<file path="src/rtl/wbr_pkg.sv">
package wbr_pkg;

  typedef enum logic [1:0] {
    ST_IDLE = 2'd0,
    ST_BUSY = 2'd1,
    ST_ERR  = 2'd2
  } xfer_st_t;

  // register selector, taken from cpu_addr[3:2]
  localparam logic [1:0] SEL_CTL = 2'd0;
  localparam logic [1:0] SEL_ADR = 2'd1;
  localparam logic [1:0] SEL_DAT = 2'd2;
  localparam logic [1:0] SEL_TMO = 2'd3;

  // control register field positions
  localparam int CTL_RD    = 0;
  localparam int CTL_WR    = 1;
  localparam int CTL_BE_LO = 4;
  localparam int CTL_ST_LO = 12;
  localparam int CTL_GO    = 31;

  // accepted command: launch bit plus exactly one direction
  function automatic logic cmd_valid(input logic go, input logic rd, input logic wr);
    return go & (rd ^ wr);
  endfunction

  // rejected command: launch bit plus both directions
  function automatic logic cmd_conflict(input logic go, input logic rd, input logic wr);
    return go & rd & wr;
  endfunction

endpackage

</file>
<file path="src/rtl/wbr_regbank.sv">
module wbr_regbank
  import wbr_pkg::*;
#(
  parameter int          AW      = 32,
  parameter int          DW      = 32,
  parameter logic [31:0] TMO_RST = 32'h0000_0FFF
) (
  input  logic          clk,
  input  logic          rst_n,
  input  logic          cpu_we,
  input  logic [3:0]    cpu_addr,
  input  logic [DW-1:0] cpu_wdata,
  output logic [DW-1:0] cpu_rdata,
  input  logic          busy,
  input  xfer_st_t      st,
  input  logic          load_rdata,
  input  logic [DW-1:0] bus_rdata,
  output logic [AW-1:0] addr_q,
  output logic [DW-1:0] data_q,
  output logic          rd_q,
  output logic          wr_q,
  output logic [DW/8-1:0] be_q,
  output logic [DW-1:0] tmo_q,
  output logic          cmd_go,
  output logic          cmd_bad
);
  localparam int BE_W = DW / 8;

  logic [1:0] sel;
  logic       aligned;
  logic       wr_any;
  logic       wr_frz;

  assign sel     = cpu_addr[3:2];
  assign aligned = (cpu_addr[1:0] == 2'b00);
  assign wr_any  = cpu_we & aligned;
  assign wr_frz  = wr_any & ~busy;

  assign cmd_go  = wr_frz & (sel == SEL_CTL) &
                   cmd_valid(cpu_wdata[CTL_GO], cpu_wdata[CTL_RD], cpu_wdata[CTL_WR]);
  assign cmd_bad = wr_frz & (sel == SEL_CTL) &
                   cmd_conflict(cpu_wdata[CTL_GO], cpu_wdata[CTL_RD], cpu_wdata[CTL_WR]);

  always_ff @(posedge clk) begin
    if (!rst_n) begin
      addr_q <= '0;
      data_q <= '0;
      rd_q   <= 1'b0;
      wr_q   <= 1'b0;
      be_q   <= '0;
      tmo_q  <= TMO_RST[DW-1:0];
    end else begin
      if (wr_frz && sel == SEL_CTL) begin
        rd_q <= cpu_wdata[CTL_RD];
        wr_q <= cpu_wdata[CTL_WR];
        be_q <= cpu_wdata[CTL_BE_LO +: BE_W];
      end
      if (wr_frz && sel == SEL_ADR) addr_q <= cpu_wdata[AW-1:0];
      if (load_rdata)                          data_q <= bus_rdata;
      else if (wr_frz && sel == SEL_DAT)       data_q <= cpu_wdata;
      if (wr_any && sel == SEL_TMO)            tmo_q  <= cpu_wdata;
    end
  end

  always_comb begin
    cpu_rdata = '0;
    unique case (sel)
      SEL_CTL: begin
        cpu_rdata[CTL_RD]              = rd_q;
        cpu_rdata[CTL_WR]              = wr_q;
        cpu_rdata[CTL_BE_LO +: BE_W]   = be_q;
        cpu_rdata[CTL_ST_LO +: 2]      = st;
      end
      SEL_ADR: cpu_rdata[AW-1:0] = addr_q;
      SEL_DAT: cpu_rdata         = data_q;
      default: cpu_rdata         = tmo_q;
    endcase
  end

  // frozen registers during a transfer
  assert_addr_frozen_R9: assert property (@(posedge clk) disable iff (!rst_n)
    busy && cpu_we && sel == SEL_ADR |=> $stable(addr_q));
  assert_ctl_frozen_R9: assert property (@(posedge clk) disable iff (!rst_n)
    busy && cpu_we && sel == SEL_CTL |=> $stable(be_q) && $stable(rd_q) && $stable(wr_q));
  assert_data_frozen_R9: assert property (@(posedge clk) disable iff (!rst_n)
    busy && !load_rdata && cpu_we && sel == SEL_DAT |=> $stable(data_q));
  // read data captured from the bus
  assert_rdata_load_R4: assert property (@(posedge clk) disable iff (!rst_n)
    load_rdata |=> data_q == $past(bus_rdata));

endmodule

</file>
<file path="src/rtl/wbr_xfer.sv">
module wbr_xfer
  import wbr_pkg::*;
#(
  parameter int DW = 32
) (
  input  logic          clk,
  input  logic          rst_n,
  input  logic          cmd_go,
  input  logic          cmd_bad,
  input  logic          rd_q,
  input  logic [DW-1:0] tmo_q,
  input  logic          bus_ack,
  input  logic          bus_err,
  output xfer_st_t      st,
  output logic          busy,
  output logic          bus_req,
  output logic          load_rdata
);
  logic [DW-1:0] wait_cnt;
  logic          xfer_ok;
  logic          xfer_bad;
  logic          xfer_tmo;

  // limit reached when this waiting cycle is the T-th one (0 acts as 1)
  function automatic logic limit_hit(input logic [DW-1:0] cnt, input logic [DW-1:0] lim);
    logic [DW:0] next;
    next = {1'b0, cnt} + 1'b1;
    return next >= {1'b0, lim};
  endfunction

  assign busy       = (st == ST_BUSY);
  assign xfer_bad   = bus_req & bus_err;
  assign xfer_ok    = bus_req & bus_ack & ~bus_err;
  assign xfer_tmo   = bus_req & ~bus_ack & ~bus_err & limit_hit(wait_cnt, tmo_q);
  assign load_rdata = xfer_ok & rd_q;

  always_ff @(posedge clk) begin
    if (!rst_n) begin
      st       <= ST_IDLE;
      bus_req  <= 1'b0;
      wait_cnt <= '0;
    end else if (!busy) begin
      if (cmd_go) begin
        st       <= ST_BUSY;
        bus_req  <= 1'b1;
        wait_cnt <= '0;
      end else if (cmd_bad) begin
        st <= ST_ERR;
      end
    end else if (xfer_bad || xfer_tmo) begin
      st      <= ST_ERR;
      bus_req <= 1'b0;
    end else if (xfer_ok) begin
      st      <= ST_IDLE;
      bus_req <= 1'b0;
    end else begin
      wait_cnt <= wait_cnt + 1'b1;
    end
  end

  assert_start_R3: assert property (@(posedge clk) disable iff (!rst_n)
    cmd_go |=> st == ST_BUSY && bus_req);
  assert_done_idle_R4: assert property (@(posedge clk) disable iff (!rst_n)
    xfer_ok |=> st == ST_IDLE && !bus_req);
  assert_err_resp_R6: assert property (@(posedge clk) disable iff (!rst_n)
    xfer_bad |=> st == ST_ERR && !bus_req);
  assert_timeout_R7: assert property (@(posedge clk) disable iff (!rst_n)
    xfer_tmo |=> st == ST_ERR && !bus_req);
  assert_wait_holds_R7: assert property (@(posedge clk) disable iff (!rst_n)
    bus_req && !bus_ack && !bus_err && !xfer_tmo |=> bus_req);
  assert_illegal_R8: assert property (@(posedge clk) disable iff (!rst_n)
    cmd_bad |=> st == ST_ERR && !bus_req);
  assert_no_code3_R10: assert property (@(posedge clk) disable iff (!rst_n)
    st != 2'd3);
  assert_recover_R11: assert property (@(posedge clk) disable iff (!rst_n)
    st == ST_ERR && cmd_go |=> st == ST_BUSY);

endmodule

</file>
<file path="src/rtl/word_bridge.sv">
module word_bridge
  import wbr_pkg::*;
#(
  parameter int          AW      = 32,
  parameter int          DW      = 32,
  parameter logic [31:0] TMO_RST = 32'h0000_0FFF
) (
  input  logic            clk,
  input  logic            rst_n,
  input  logic            cpu_we,
  input  logic [3:0]      cpu_addr,
  input  logic [DW-1:0]   cpu_wdata,
  output logic [DW-1:0]   cpu_rdata,
  output logic            bus_req,
  output logic            bus_we,
  output logic [AW-1:0]   bus_addr,
  output logic [DW-1:0]   bus_wdata,
  output logic [DW/8-1:0] bus_be,
  input  logic            bus_ack,
  input  logic            bus_err,
  input  logic [DW-1:0]   bus_rdata
);
  localparam int BE_W = DW / 8;

  xfer_st_t        st;
  logic            busy;
  logic            load_rdata;
  logic            cmd_go;
  logic            cmd_bad;
  logic            rd_q;
  logic            wr_q;
  logic [BE_W-1:0] be_q;
  logic [AW-1:0]   addr_q;
  logic [DW-1:0]   data_q;
  logic [DW-1:0]   tmo_q;

  wbr_regbank #(.AW(AW), .DW(DW), .TMO_RST(TMO_RST)) u_regs (
    .clk(clk), .rst_n(rst_n),
    .cpu_we(cpu_we), .cpu_addr(cpu_addr), .cpu_wdata(cpu_wdata), .cpu_rdata(cpu_rdata),
    .busy(busy), .st(st), .load_rdata(load_rdata), .bus_rdata(bus_rdata),
    .addr_q(addr_q), .data_q(data_q), .rd_q(rd_q), .wr_q(wr_q), .be_q(be_q),
    .tmo_q(tmo_q), .cmd_go(cmd_go), .cmd_bad(cmd_bad)
  );

  wbr_xfer #(.DW(DW)) u_xfer (
    .clk(clk), .rst_n(rst_n),
    .cmd_go(cmd_go), .cmd_bad(cmd_bad), .rd_q(rd_q), .tmo_q(tmo_q),
    .bus_ack(bus_ack), .bus_err(bus_err),
    .st(st), .busy(busy), .bus_req(bus_req), .load_rdata(load_rdata)
  );

  assign bus_we    = wr_q;
  assign bus_addr  = addr_q;
  assign bus_wdata = data_q;
  assign bus_be    = be_q;

  // request fields hold steady while waiting for the target
  assert_req_stable_R5: assert property (@(posedge clk) disable iff (!rst_n)
    bus_req && !bus_ack && !bus_err |=> $stable(bus_addr) && $stable(bus_be) && $stable(bus_we));

endmodule

</file>
<file path="config.mk">
export PLATFORM = sky130hd
export DESIGN_NAME = word_bridge
export DESIGN_NICKNAME = d
export VERILOG_FILES = /design/src/rtl/wbr_pkg.sv /design/src/rtl/wbr_regbank.sv /design/src/rtl/wbr_xfer.sv /design/src/rtl/word_bridge.sv
export SDC_FILE = /design/constraint.sdc
export NUM_CORES = 1
export LEC_CHECK = 0
export BUFFER_PORTS_ARGS = -buffer_cell sky130_fd_sc_hd__buf_2
export CAP_MARGIN = 10
export CORE_MARGIN = 1
export CORE_UTILIZATION = 49
export DETAILED_ROUTE_END_ITERATION = 7
export GPL_TIMING_DRIVEN = 0
export PLACE_DENSITY_LB_ADDON = 0.08
export SLEW_MARGIN = 20
export SYNTH_ARGS = -nofsm -noshare
export SYNTH_HDL_FRONTEND = slang
export SYNTH_SLANG_ARGS = --single-unit
</file>
<file path="constraint.sdc">
create_clock -name clk -period 3.29 [get_ports clk]
set_input_delay 0.658 -clock clk [delete_from_list [all_inputs] [get_ports clk]]
set_output_delay 0.658 -clock clk [all_outputs]
set_load 0.01 [all_outputs]
</file>
Word level (Yosys, flattened, before mapping)
Cells that the tools add are included.
{"block": "word_totals", "latchBits": 0, "in_bits": 73, "wordCells": 72, "out_inout_bits": 102, "register_bits": 137, "romBits": 0, "mem_bits_rw": 0, "mem_count": 0}
{"block": "op_classes", "addsub": 2, "shifts": 0, "n_mul": 0, "n_div": 0, "bitwise": 19, "reduce_logical": 13, "mux": 21, "order_cmp": 1, "n_eq_ne": 7}
{"operator": "$mux 32", "count": 6}
{"operator": "$pmux 18 s3", "count": 1}
{"operator": "$add 32x1->33 const B", "count": 1}
{"operator": "$ge 33x32->1", "count": 1}
{"operator": "$add 32x1->32 const B", "count": 1}
{"operator": "$pmux 4 s3", "count": 2}
{"operator": "$pmux 2 s3", "count": 3}
{"operator": "$and 1x1->1", "count": 15}
{"operator": "$mux 2", "count": 5}
{"operator": "$eq 2x1->1 const B", "count": 2}
{"operator": "$eq 2x2->1 const B", "count": 2}
{"operator": "$logic_and 1x1->1", "count": 4}
{"operator": "$logic_not 2->1", "count": 2}
{"operator": "$mux 1", "count": 4}
{"operator": "$ne 2x2->1 const B", "count": 2}
{"operator": "$reduce_and 2->1", "count": 2}
{"operator": "$reduce_bool 2->1", "count": 2}
{"operator": "$ne 3x1->1 const B", "count": 1}
{"operator": "$not 1->1", "count": 3}
{"operator": "$reduce_and 3->1", "count": 1}
{"operator": "$reduce_bool 3->1", "count": 1}
{"operator": "$logic_or 1x1->1", "count": 1}
{"operator": "$xor 1x1->1", "count": 1}

Logic depth before layout (Yosys ltp)
Gate-level depths: netlist of the first run.
{"block": "logic_depth", "depth_word": 8, "ltp_mapped": 18, "ltp_nobuf": 16}

Modules after synthesis
A second synthesis of the first run with hierarchy kept.
{"block": "unflattened", "cells_unflattened": 984, "hier_area_um2": 8087.8}
{"module": "wbr_regbank", "cells_per_inst": 584, "instances": 1, "seq_area_each_um2": 2042.0, "area_per_inst_um2": 5057.4}
{"module": "wbr_xfer", "cells_per_inst": 400, "instances": 1, "seq_area_each_um2": 700.7, "area_per_inst_um2": 3030.4}

Worst setup path before layout of the first run
Ideal clock, no wire load.
{"block": "synth_path", "kind": "reg-to-reg", "startpoint": "register u_xfer.wait_cnt[0]", "endpoint": "register u_xfer.bus_req", "t_required_ps": 3203, "path_buffers": 1, "setup_ps": 87, "stages_incl_launch_ff": 18, "arrival_ps": 3497, "period_less_slack_ps": 3584, "path_slack_ps": -294, "path_cell_list": "dfxtp_1 > ha_1 > and3_1 > nand3_4 > nor3_1 > nand3_1 > nor3_1 > xnor2_1 > inv_1 > ha_1 > nand4_1 > nor2_1 > a221o_1 > a311o_1 > a21oi_2 > buf_6 > nor2_1 > a221oi_2"}
{"block": "synth_between", "elab_chain_len": 6, "elab_cells_between_ends": 8, "classes_between": "add/sub: 1; order compare: 1; eq/ne: 1; mux: 2; bitwise: 1; reduce/logical: 2"}
{"item": "start, declared", "line": "wbr_xfer.sv:19", "text": "logic [DW-1:0] wait_cnt;"}
{"item": "start signal, assigned", "line": "wbr_xfer.sv:57", "text": "wait_cnt <= wait_cnt + 1'b1;"}
{"item": "$add 32x1->33 (*)", "line": "wbr_xfer.sv:27", "text": "next = {1'b0, cnt} + 1'b1;"}
{"item": "$ge 33x32->1 (*)", "line": "wbr_xfer.sv:28", "text": "return next >= {1'b0, lim};"}
{"item": "$and 1x1->1 (*)", "line": "wbr_xfer.sv:34", "text": "assign xfer_tmo = bus_req & ~bus_ack & ~bus_err & limit_hit(wait_cnt, tmo_q);"}
{"item": "$logic_or 1x1->1 (*)", "line": "wbr_xfer.sv:50", "text": "end else if (xfer_bad || xfer_tmo) begin"}
{"item": "$ne 3x1->1 (no line) or $mux 1 (tied branches)"}
{"item": "$reduce_and 2->1 (no line) or $mux 1 (tied branches)"}
{"item": "end signal, assigned", "line": "wbr_xfer.sv:40", "text": "bus_req <= 1'b0;"}
{"item": "end signal, assigned", "line": "wbr_xfer.sv:52", "text": "bus_req <= 1'b0;"}
{"item": "end signal, assigned", "line": "wbr_xfer.sv:55", "text": "bus_req <= 1'b0;"}
{"item": "end, declared", "line": "wbr_xfer.sv:16", "text": "output logic bus_req,"}
Mark *: on every way between the ends. The rest lies on a longest branch, timed or not.
A chain may end at the register's enable or synchronous reset.

Worst setup path in the final report of the first run
{"block": "layout_path", "startpoint": "register u_xfer.wait_cnt[0]", "endpoint": "register u_xfer.wait_cnt[28]"}
{"block": "layout_between", "elab_chain_len": 6, "elab_cells_between_ends": 10, "classes_between": "add/sub: 2; order compare: 1; eq/ne: 1; mux: 3; bitwise: 1; reduce/logical: 2"}
{"item": "$add 32x1->33", "line": "wbr_xfer.sv:27"}
{"item": "$ge 33x32->1", "line": "wbr_xfer.sv:28"}
{"item": "$and 1x1->1", "line": "wbr_xfer.sv:34"}
{"item": "$logic_or 1x1->1", "line": "wbr_xfer.sv:50"}
{"item": "$ne 2x2->1 (no line)"}
{"item": "$reduce_and 3->1 (no line)"}
Parallel ways exist; a longest one is shown, timed or not. The select of a mux whose other input is x is not followed.

==> impl_metrics.yaml, run 1 <==
clock_network:
  cts.sinks: 137
  ctsHoldBuffers: 0
  cts.clk_slew.worst_paths_ns: 0.07
  htree_levels: 4
  root_buffer: "clkbuf_16"
  clock_path_buffers: 2
  cts_tree: "done"
  clock_latency_ns: 0.44
  cts_buffers: 17
drt:
  antenna_left: 0
  wire_per_inst_um: 19.37
  first_iter_violations: 544
  finalWirelength_um: 25700
  drc: 0
  routed-via-count: 7604
  drt_first_pass_iters: 5
  viasPerCell: 5.730
synth:
  synth_largest_area_cell: "dfxtp_1"
  netlist_instances: 898
  yosysSeqAreaShare_pct: 35.94
  synth_compound_gate_area_share_pct: 20.79
  ys_ff_latch: 137
  synth_warnings: 0
  ys_top_cells_by_area: "dfxtp_1 36%, nand2_1 6.4%, ha_1 5.4%, mux2i_1 5.1%, a21oi_1 4.6%"
  syn-num-nets: 1004
  yosysUniqueCellTypes: 64
  syn-cell-area_um2: 7631
  synth.top_cell.area_share_pct: 35.94
  synth_xor_area_share_pct: 3.328
  synth_area_per_cell_um2: 8.498
  ys_async_sr_fraction_pct: 0
  synth_edf_count: 0
  dominantRegCellSynth: "dfxtp_1"
  synth_adder_area_share_pct: 5.411
  synth-simple-area-share_pct: 16.45
  synth_mux_area_share_pct: 11.02
  synth_top_family_by_area: "compound AO/OA/AOI/OAI gates"
timing:
  hold_violations: 0
  slew_violations: 0
  finalWorstPathRequiredPeriod_ns: 3.542
  finalSetupViolCount: 35
  setup_ws_ns: -0.2523
  finalCritPeriodShare_pct: 107.7
  maxSlewHeadroom_pct: 35.48
  clock.fmax_ghz: 0.2823
  tightest_slew_ns: 0.9677
  finalSetupTns_ns: -7.709
  fin_skew_ns: 0.01037
  rsz0062_at_grt: "yes"
place:
  port_buffers: 170
  gp_congestion: 0.8982
  dp.cells: 1256
  placed_area_um2: 8788
  dp_hpwl_um: 18450
final_layout:
  final_area_um2: 10020
  fillers: 1306
  final_nets: 1232
  areaGrowthSynthToFinish_pct: 31.27
  fin_cells: 1327
  diodes: 0
  fin_util_pct: 65.89
  drive_gt1_share_pct: 32.40
die:
  fp.coreArea_um2: 15200
  pin_count: 175
  core.rowCount: 45
  fp.dieH_um: 126.8
  start_util_pct: 50.20
  die_w_um: 126.8
  dieArea_um2: 16080
critical_path:
  reg2reg_slack_ns: -0.25
  cp-end-kind: "flop"
  crit_slowest_cell: "dfxtp_4"
  required_ns: 3.64
  cp-start-kind: "flop"
  crit_chain: "ha_4, and3_4, nand3_4, buf_4, nor2_2, nand2_1, xnor2_2, ha_1, a21o_1, a221o_1, a21oi_1, o211ai_1, a21oi_4, buf_6, o2111ai_4, a22oi_2"
  path_buf_inv: 2
  path_class: "reg -> reg"
  worstPathArrival_ns: 3.89
  max_stage_delay_ns: 0.38
  cp_max_fo: 6
  cpLargestDelayFamily: "compound AO/OA/AOI/OAI gates"
power:
  powerDensity_nw_per_um2: 418.3
  vdd_drop_max_mv: 0.4016
  p_leak_nw: 4.453
global_routing:
  grt_pass1_vias: 7061
  grt_start_max_net_pins: 17
  grt_pass1_wl_um: 38900
  track_usage_pct: 31.81
  antenna_found_initial: 1
  gr-total-overflow: 0
min_path:
  hold_path.class: "reg -> reg"
run_status:
  status: "complete, but fails checks"
  violations: "negative setup slack"
run:
  drv_cap: 0
## cell families after synthesis
kind of cell    Yosys count
buf+inv                 135
mux                      71
flops                   137
compound gates          226
simple gates            267
xor+xnor                 29
fa+ha+maj                33
## stage by stage
stage | total power [W] | worst slack, ns | hold slack (ns)
floorplan | 0.002014 | 0.008757 | 0.4459
global placement | 0.002183 | -0.5567 | 0.4597
detailed placement | 0.002183 | -0.5776 | 0.4610
CTS | 0.004140 | -0.3189 | 0.4715
global route | 0.004321 | -0.4363 | 0.4836
finish | 0.004191 | -0.2523 | 0.4722
## path summary, 6_finish.rpt
check / startpoint / to / cells after the start
setup / recovery: u_xfer.wait_cnt[0]$_SDFFE_PN0P_ / u_xfer.wait_cnt[28]$_SDFFE_PN0P_ / 16
hold reg to reg: u_regs.addr_q[7]$_SDFFE_PN0P_ / u_regs.addr_q[7]$_SDFFE_PN0P_ / 2
hold / removal: u_regs.addr_q[7]$_SDFFE_PN0P_ / u_regs.addr_q[7]$_SDFFE_PN0P_ / 2
setup reg to reg: u_xfer.wait_cnt[0]$_SDFFE_PN0P_ / u_xfer.wait_cnt[28]$_SDFFE_PN0P_ / 16
## per-layer routing
layer,up-vias,track usage [%],part of all wire (%)
met4,2,11.27,2.3
met5,-,0,0.043
met3,44,6.790,6.5
li1,3669,-,-
met2,276,50.73,47
met1,3613,42.56,44
## tightest hold or removal path, stage by stage, from the launching register on
cell,delay [ns]
dfxtp_1,0.32
nand2_1,0.06
a21oi_1,0.05
## flip-flops by register name, indices dropped and copies added (netlist names)
| name | count |
|---|---|
| u_xfer.wait_cnt | 32 |
| u_regs.rd_q | 1 |
| u_xfer.bus_req | 1 |
| u_regs.data_q | 32 |
| u_regs.addr_q | 32 |
| u_regs.wr_q | 1 |
| u_xfer.st | 2 |
| u_regs.tmo_q | 32 |
| u_regs.be_q | 4 |
## cell type report
| cell class | instances | area [µm²] | area share (%) |
|---|---|---|---|
| Clock buffer | 18 | 439.2 | 4.384 |
| Multi-Input combinational cell | 626 | 4663 | 46.55 |
| Buffer | 60 | 285.3 | 2.848 |
| Inverter | 75 | 281.5 | 2.810 |
| Clock inverter | 14 | 150.1 | 1.499 |
| Tap cell | 188 | 235.2 | 2.348 |
| Sequential cell | 137 | 2786 | 27.82 |
| Timing Repair Buffer | 209 | 1176 | 11.74 |
## placed cells by master, fill, tap and decap left out, drive strengths merged, types with 9 or more instances in the layout
cell and n:
o21ai 22, nand4 12, and4 9, a211oi 32, a22oi 10, a22o 25
a21oi 71, nor2 56, nand3 20, ha 33, nor3 10, o211ai 33
xnor2 27, nand2 132, buf 222, inv 85, dfxtp 137, mux2 24
clkbuf 65, mux2i 39
## cells in the mapped netlist, types with 5 or more instances
| cell type | n |
|---|---|
| nand4_1 | 12 |
| o211ai_1 | 23 |
| mux4_2 | 8 |
| nor3_1 | 9 |
| dfxtp_1 | 137 |
| nor4_1 | 7 |
| mux2_2 | 24 |
| o22ai_1 | 5 |
| inv_1 | 75 |
| mux2i_1 | 39 |
| and4_1 | 6 |
| o21ai_1 | 19 |
| xnor2_1 | 27 |
| a21oi_1 | 70 |
| a211oi_1 | 32 |
| buf_1 | 6 |
| nand3_1 | 18 |
| clkbuf_1 | 46 |
| a22oi_1 | 9 |
| nor2_1 | 56 |
| nand2_1 | 131 |
| and3_1 | 7 |
| o211ai_2 | 10 |
| a22o_1 | 25 |
| ha_1 | 33 |
## power breakdown
group          switching (W)  internal (W)  leakage (nW)
clock network       0.000852       0.00109         0.289
registers          0.0000336       0.00168          1.12
logic               0.000296      0.000230          3.05
## timing repair
item,in CTS,in global routing
gates cloned,2,1
pin swaps,25,16
resized for setup,34,47
endpoints found under the setup margin,35,35
buffers inserted,20,16
Note: power is estimated with default switching activity, not from simulation.
==> run 2: changes to the inputs <==
REMOVE_ABC_BUFFERS = 1   (was not set)
==> impl_metrics.yaml, run 2 (synthesis gave the netlist of run 1 again) <==
clock_network:
  cts.sinks: 137
  cts.clk_slew.worst_paths_ns: 0.06
  clock_path_buffers: 2
  htree_levels: 4
  clock_latency_ns: 0.42
  cts_tree: "done"
  ctsHoldBuffers: 0
  cts_buffers: 17
  root_buffer: "clkbuf_16"
global_routing:
  gr-total-overflow: 0
  grt_pass1_wl_um: 35210
  antenna_found_initial: 0
  track_usage_pct: 27.67
  grt_pass1_vias: 6854
  grt_start_max_net_pins: 65
timing:
  maxSlewHeadroom_pct: 31.53
  hold_violations: 0
  tightest_slew_ns: 1.027
  finalWorstPathRequiredPeriod_ns: 3.692
  slew_violations: 0
  finalSetupTns_ns: -11.69
  finalSetupViolCount: 35
  finalCritPeriodShare_pct: 112.2
  fin_skew_ns: 0.006586
  clock.fmax_ghz: 0.2709
  setup_ws_ns: -0.4016
  rsz0062_at_grt: "yes"
drt:
  finalWirelength_um: 22140
  drt_first_pass_iters: 7
  wire_per_inst_um: 17.20
  drc: 0
  routed-via-count: 7301
  antenna_left: 0
  first_iter_violations: 408
  viasPerCell: 5.673
place:
  gp_congestion: 0.8458
  dp_hpwl_um: 13960
  placed_area_um2: 8702
  port_buffers: 174
final_layout:
  layout_commonest_cell: "buf_2"
  final_nets: 1192
  drive_gt1_share_pct: 35.58
  areaGrowthSynthToFinish_pct: 31.89
  final_area_um2: 10060
  most-common-layout-cells: "174 x buf_2, 129 x nand2_1, 121 x dfxtp_1, 72 x inv_1, 69 x a21oi_1"
  diodes: 0
critical_path:
  cp-start-kind: "flop"
  path_class: "reg -> reg"
  worstPathArrival_ns: 4.02
  rr_worst_depth: 17
  cp-end-kind: "flop"
  cp_max_fo: 7
  required_ns: 3.62
die:
  pin_count: 175
  core.rowCount: 45
  start_util_pct: 50.20
  fp.coreArea_um2: 15200
  die_w_um: 126.8
  fp.dieH_um: 126.8
  dieArea_um2: 16080
run_status:
  violations: "negative setup slack"
  status: "complete, but fails checks"
power:
  powerDensity_nw_per_um2: 407.5
  vdd_drop_max_mv: 0.3746
  p_leak_nw: 4.468
run:
  drv_cap: 0
min_path:
  hold_depth: 2
  hold_path.class: "reg -> reg"
## run 2: layout make-up
cell class | instances | area [µm²]
multi-input cells | 630 | 4772
flip-flops and latches | 137 | 2783
repair buffers | 225 | 1421
well taps | 188 | 235.2
inverters | 75 | 284.0
clock inverters | 8 | 67.56
fillers | 1295 | 5137
clock buffers | 24 | 501.7
## run 2: report_power, final
group          internal [W]  switching (W)  total (W)  leakage (nW)
combinational      0.000234       0.000288   0.000522          3.06
clock               0.00113       0.000730    0.00186         0.286
sequential          0.00169      0.0000304    0.00172          1.12
## run 2: through the flow
step           cells  utilization [%]  worst slack [ns]  hold WS (ns)  power, W
2_1_floorplan    838                -           -0.9776        0.4459  0.001975
3_3_place_gp    1200            55.78            -2.834        0.4556  0.002140
3_5_place_dp    1209            57.24            -1.141        0.4627  0.002165
4_1_cts         1278            64.69           -0.3096        0.4710  0.004095
5_1_grt         1287            66.21           -0.6206        0.4877  0.004240
6_report        1287            66.21           -0.4016        0.4682  0.004102
## run 2: timing repair
action,CTS,global route
resized for setup,60,39
gates cloned,5,0
setup buffers,32,9
pin swaps,26,34
setup endpoints to repair,59,35
## run 2: metal layers
metal	share of wire (%)	track usage (%)
met1	46	37.52
met2	48	44.62
met3	5.5	6.158
met4	1.4	7.003
met5	0	0
## run 2: path summary, 6_finish.rpt
| check | to | from | slack (ns) |
|---|---|---|---|
| max | u_xfer.bus_req$_SDFFE_PN0P_ | u_xfer.wait_cnt[6]$_SDFFE_PN0P_ | -0.40 |
| min | u_regs.tmo_q[22]$_SDFFE_PN0P_ | u_regs.tmo_q[22]$_SDFFE_PN0P_ | 0.47 |
| max reg2reg | u_xfer.bus_req$_SDFFE_PN0P_ | u_xfer.wait_cnt[6]$_SDFFE_PN0P_ | -0.40 |
| min reg2reg | u_regs.tmo_q[22]$_SDFFE_PN0P_ | u_regs.tmo_q[22]$_SDFFE_PN0P_ | 0.47 |
## run 2: worst max-delay path, stage by stage (launching register included)
cell	delay, ns
dfxtp_2	0.38
and4_4	0.24
nand4_1	0.09
buf_4	0.17
nor3_4	0.19
nand3_2	0.11
nor3_2	0.20
xnor2_1	0.18
inv_1	0.11
ha_4	0.22
nand4_1	0.19
nor3_2	0.09
a221o_1	0.32
a311o_1	0.35
a21oi_4	0.22
clkbuf_16	0.21
nor2_4	0.04
a221oi_2	0.28
==> run 3: changes to the inputs <==
CORE_UTILIZATION = 25   (was 49)
==> impl_metrics.yaml, run 3 (synthesis gave the netlist of run 1 again) <==
final_layout:
  multi_input_area_um2: 4717
  areaGrowthSynthToFinish_pct: 37.22
  fin_util_pct: 35.14
  most-common-layout-cells: "173 x buf_2, 129 x nand2_1, 124 x dfxtp_1, 71 x inv_1, 68 x a21oi_1"
  drive_gt1_share_pct: 35.20
  diodes: 0
  seqCellArea_um2: 2781
  fillers: 3163
  layout_commonest_cell: "buf_2"
  final_nets: 1198
  final_area_um2: 10470
place:
  gp_congestion: 0.7228
  placed_area_um2: 9016
  dp_hpwl_um: 18050
  port_buffers: 174
  dp_slack_ns: -1.389
power:
  p_leak_nw: 4.561
  vdd_drop_max_mv: 0.2630
  p_sw_share_pct: 26.49
  powerDensity_nw_per_um2: 420.4
  p_int_w: 0.003236
  p_sw_w: 0.001166
  power.share.clock_pct: 48.5
  p_comb_share_pct: 12.5
  pwr-share-seq_pct: 39.0
global_routing:
  track_usage_pct: 17.13
  grt_use_met3_pct: 3.544
  grt_start_max_net_pins: 63
  met2_usage_pct: 28.37
  gr-total-overflow: 0
  antenna_found_initial: 0
  grt_pass1_wl_um: 40880
  use_met1_pct: 22.92
  top_usage_layer: "met2"
  grt_pass1_vias: 6976
die:
  fp.dieH_um: 176.7
  die_w_um: 176.7
  dieArea_um2: 31230
  pin_count: 175
  start_util_pct: 25.61
  fp.coreArea_um2: 29800
  core.rowCount: 63
run_status:
  status: "complete, but fails checks"
  violations: "negative setup slack"
run:
  drv_cap: 0
timing:
  finalWorstPathRequiredPeriod_ns: 3.653
  slew_violations: 0
  tightest_slew_ns: 1.110
  clock.fmax_ghz: 0.2738
  setup_ws_ns: -0.3628
  fin_skew_ns: 0.01988
  rsz0062_at_grt: "yes"
  finalCritPeriodShare_pct: 111.0
  hold_violations: 0
  maxSlewHeadroom_pct: 25.99
  finalSetupViolCount: 35
clock_network:
  cts_buffers: 17
  cts.sinks: 137
  clock_path_buffers: 2
  cts.clk_slew.worst_paths_ns: 0.06
  htree_levels: 4
  clock_latency_ns: 0.43
  root_buffer: "clkbuf_16"
  ctsHoldBuffers: 0
  cts_tree: "done"
drt:
  first_iter_violations: 282
  drt_first_pass_iters: 4
  wire_per_inst_um: 17.88
  finalWirelength_um: 26730
  drc: 0
  viasPerCell: 4.797
  routed-via-count: 7172
  antenna_left: 0
critical_path:
  cp-end-kind: "flop"
  cpLargestDelayFamily: "compound AO/OA/AOI/OAI gates"
  crit_chain: "ha_4, and3_4, nand3_4, and4b_4, nand4_1, xnor2_2, ha_1, a21oi_2, o21ai_2, a221o_1, a311o_1, a21oi_4, buf_6, buf_16, o211ai_1, a22oi_1"
  max_stage_delay_ns: 0.42
  worstPathArrival_ns: 3.99
  cp-start-kind: "flop"
  path_class: "reg -> reg"
  path_buf_inv: 2
  crit_slowest_cell: "and4b_4"
  cp_max_fo: 8
  required_ns: 3.62
min_path:
  hold_path.class: "reg -> reg"
-- run 3: cell types whose count changed in the layout (fill, tap and decap cells not counted), moves of 3 or more --
cell,delta
clkinv_2,-5
buf_12,+4
clkbuf_8,-4
dfxtp_2,-4
inv_6,+4
buf_4,+3
bufinv_16,+3
dfxtp_1,+3
-- run 3: what timing repair did --
| item | 4_1_cts | 5_1_grt |
|---|---|---|
| endpoints found under the setup margin | 35 | 35 |
| cloned | 4 | 0 |
| pin swaps | 42 | 7 |
| setup buffers | 32 | 13 |
| resized for setup | 65 | 28 |
-- run 3: metrics by stage --
stage	std cells	hold slack [ns]	total power, W	setup TNS (ns)
floorplan	838	0.4459	0.001975	-56.64
global placement	1402	0.4579	0.002171	-407.72
detailed placement	1414	0.4641	0.002197	-45.23
CTS	1482	0.4724	0.004446	-9.789
global route	1495	0.4829	0.004573	-15.37
finish	1495	0.4703	0.004402	-10.78
-- run 3: tightest hold or removal path: stages (launching register included) --
cell and delay, ns:
dfxtp_1 0.32, nand2_1 0.05, a21oi_1 0.05
-- run 3: metal layers --
layer / vias to the layer above / wire [µm]
met2: 131 / 12930
met5: - / 0
met3: 11 / 1095
met1: 3432 / 12550
li1: 3598 / -
met4: 0 / 162
-- run 3: layout make-up --
| cell class | instances | area share [%] |
|---|---|---|
| clock inverter | 13 | 1.828 |
| tap | 390 | 4.660 |
| inverter | 75 | 2.736 |
| clock buffer | 19 | 4.230 |
| timing repair buffer | 233 | 14.94 |
| multi-input combinational | 628 | 45.05 |
| sequential | 137 | 26.56 |
-- run 3: final timing paths --
kind / slack, ns / cells past startpoint / startpoint / end
worst max register to register: -0.36 / 16 / u_xfer.wait_cnt[1]$_SDFFE_PN0P_ / u_xfer.wait_cnt[16]$_SDFFE_PN0P_
worst min-delay path: 0.47 / 2 / u_regs.tmo_q[27]$_SDFFE_PN0P_ / u_regs.tmo_q[27]$_SDFFE_PN0P_
worst min register to register: 0.47 / 2 / u_regs.tmo_q[27]$_SDFFE_PN0P_ / u_regs.tmo_q[27]$_SDFFE_PN0P_
worst max-delay path: -0.36 / 16 / u_xfer.wait_cnt[1]$_SDFFE_PN0P_ / u_xfer.wait_cnt[16]$_SDFFE_PN0P_
-- run 3: power groups by stage --
stage / clock network, W / logic [W] / registers [W]
2_1_floorplan: 0 / 0.000217 / 0.00176
3_3_place_gp: 0 / 0.000412 / 0.00176
3_5_place_dp: 0 / 0.000438 / 0.00176
4_1_cts: 0.00219 / 0.000540 / 0.00172
5_1_grt: 0.00225 / 0.000598 / 0.00172
6_report: 0.00214 / 0.000549 / 0.00172
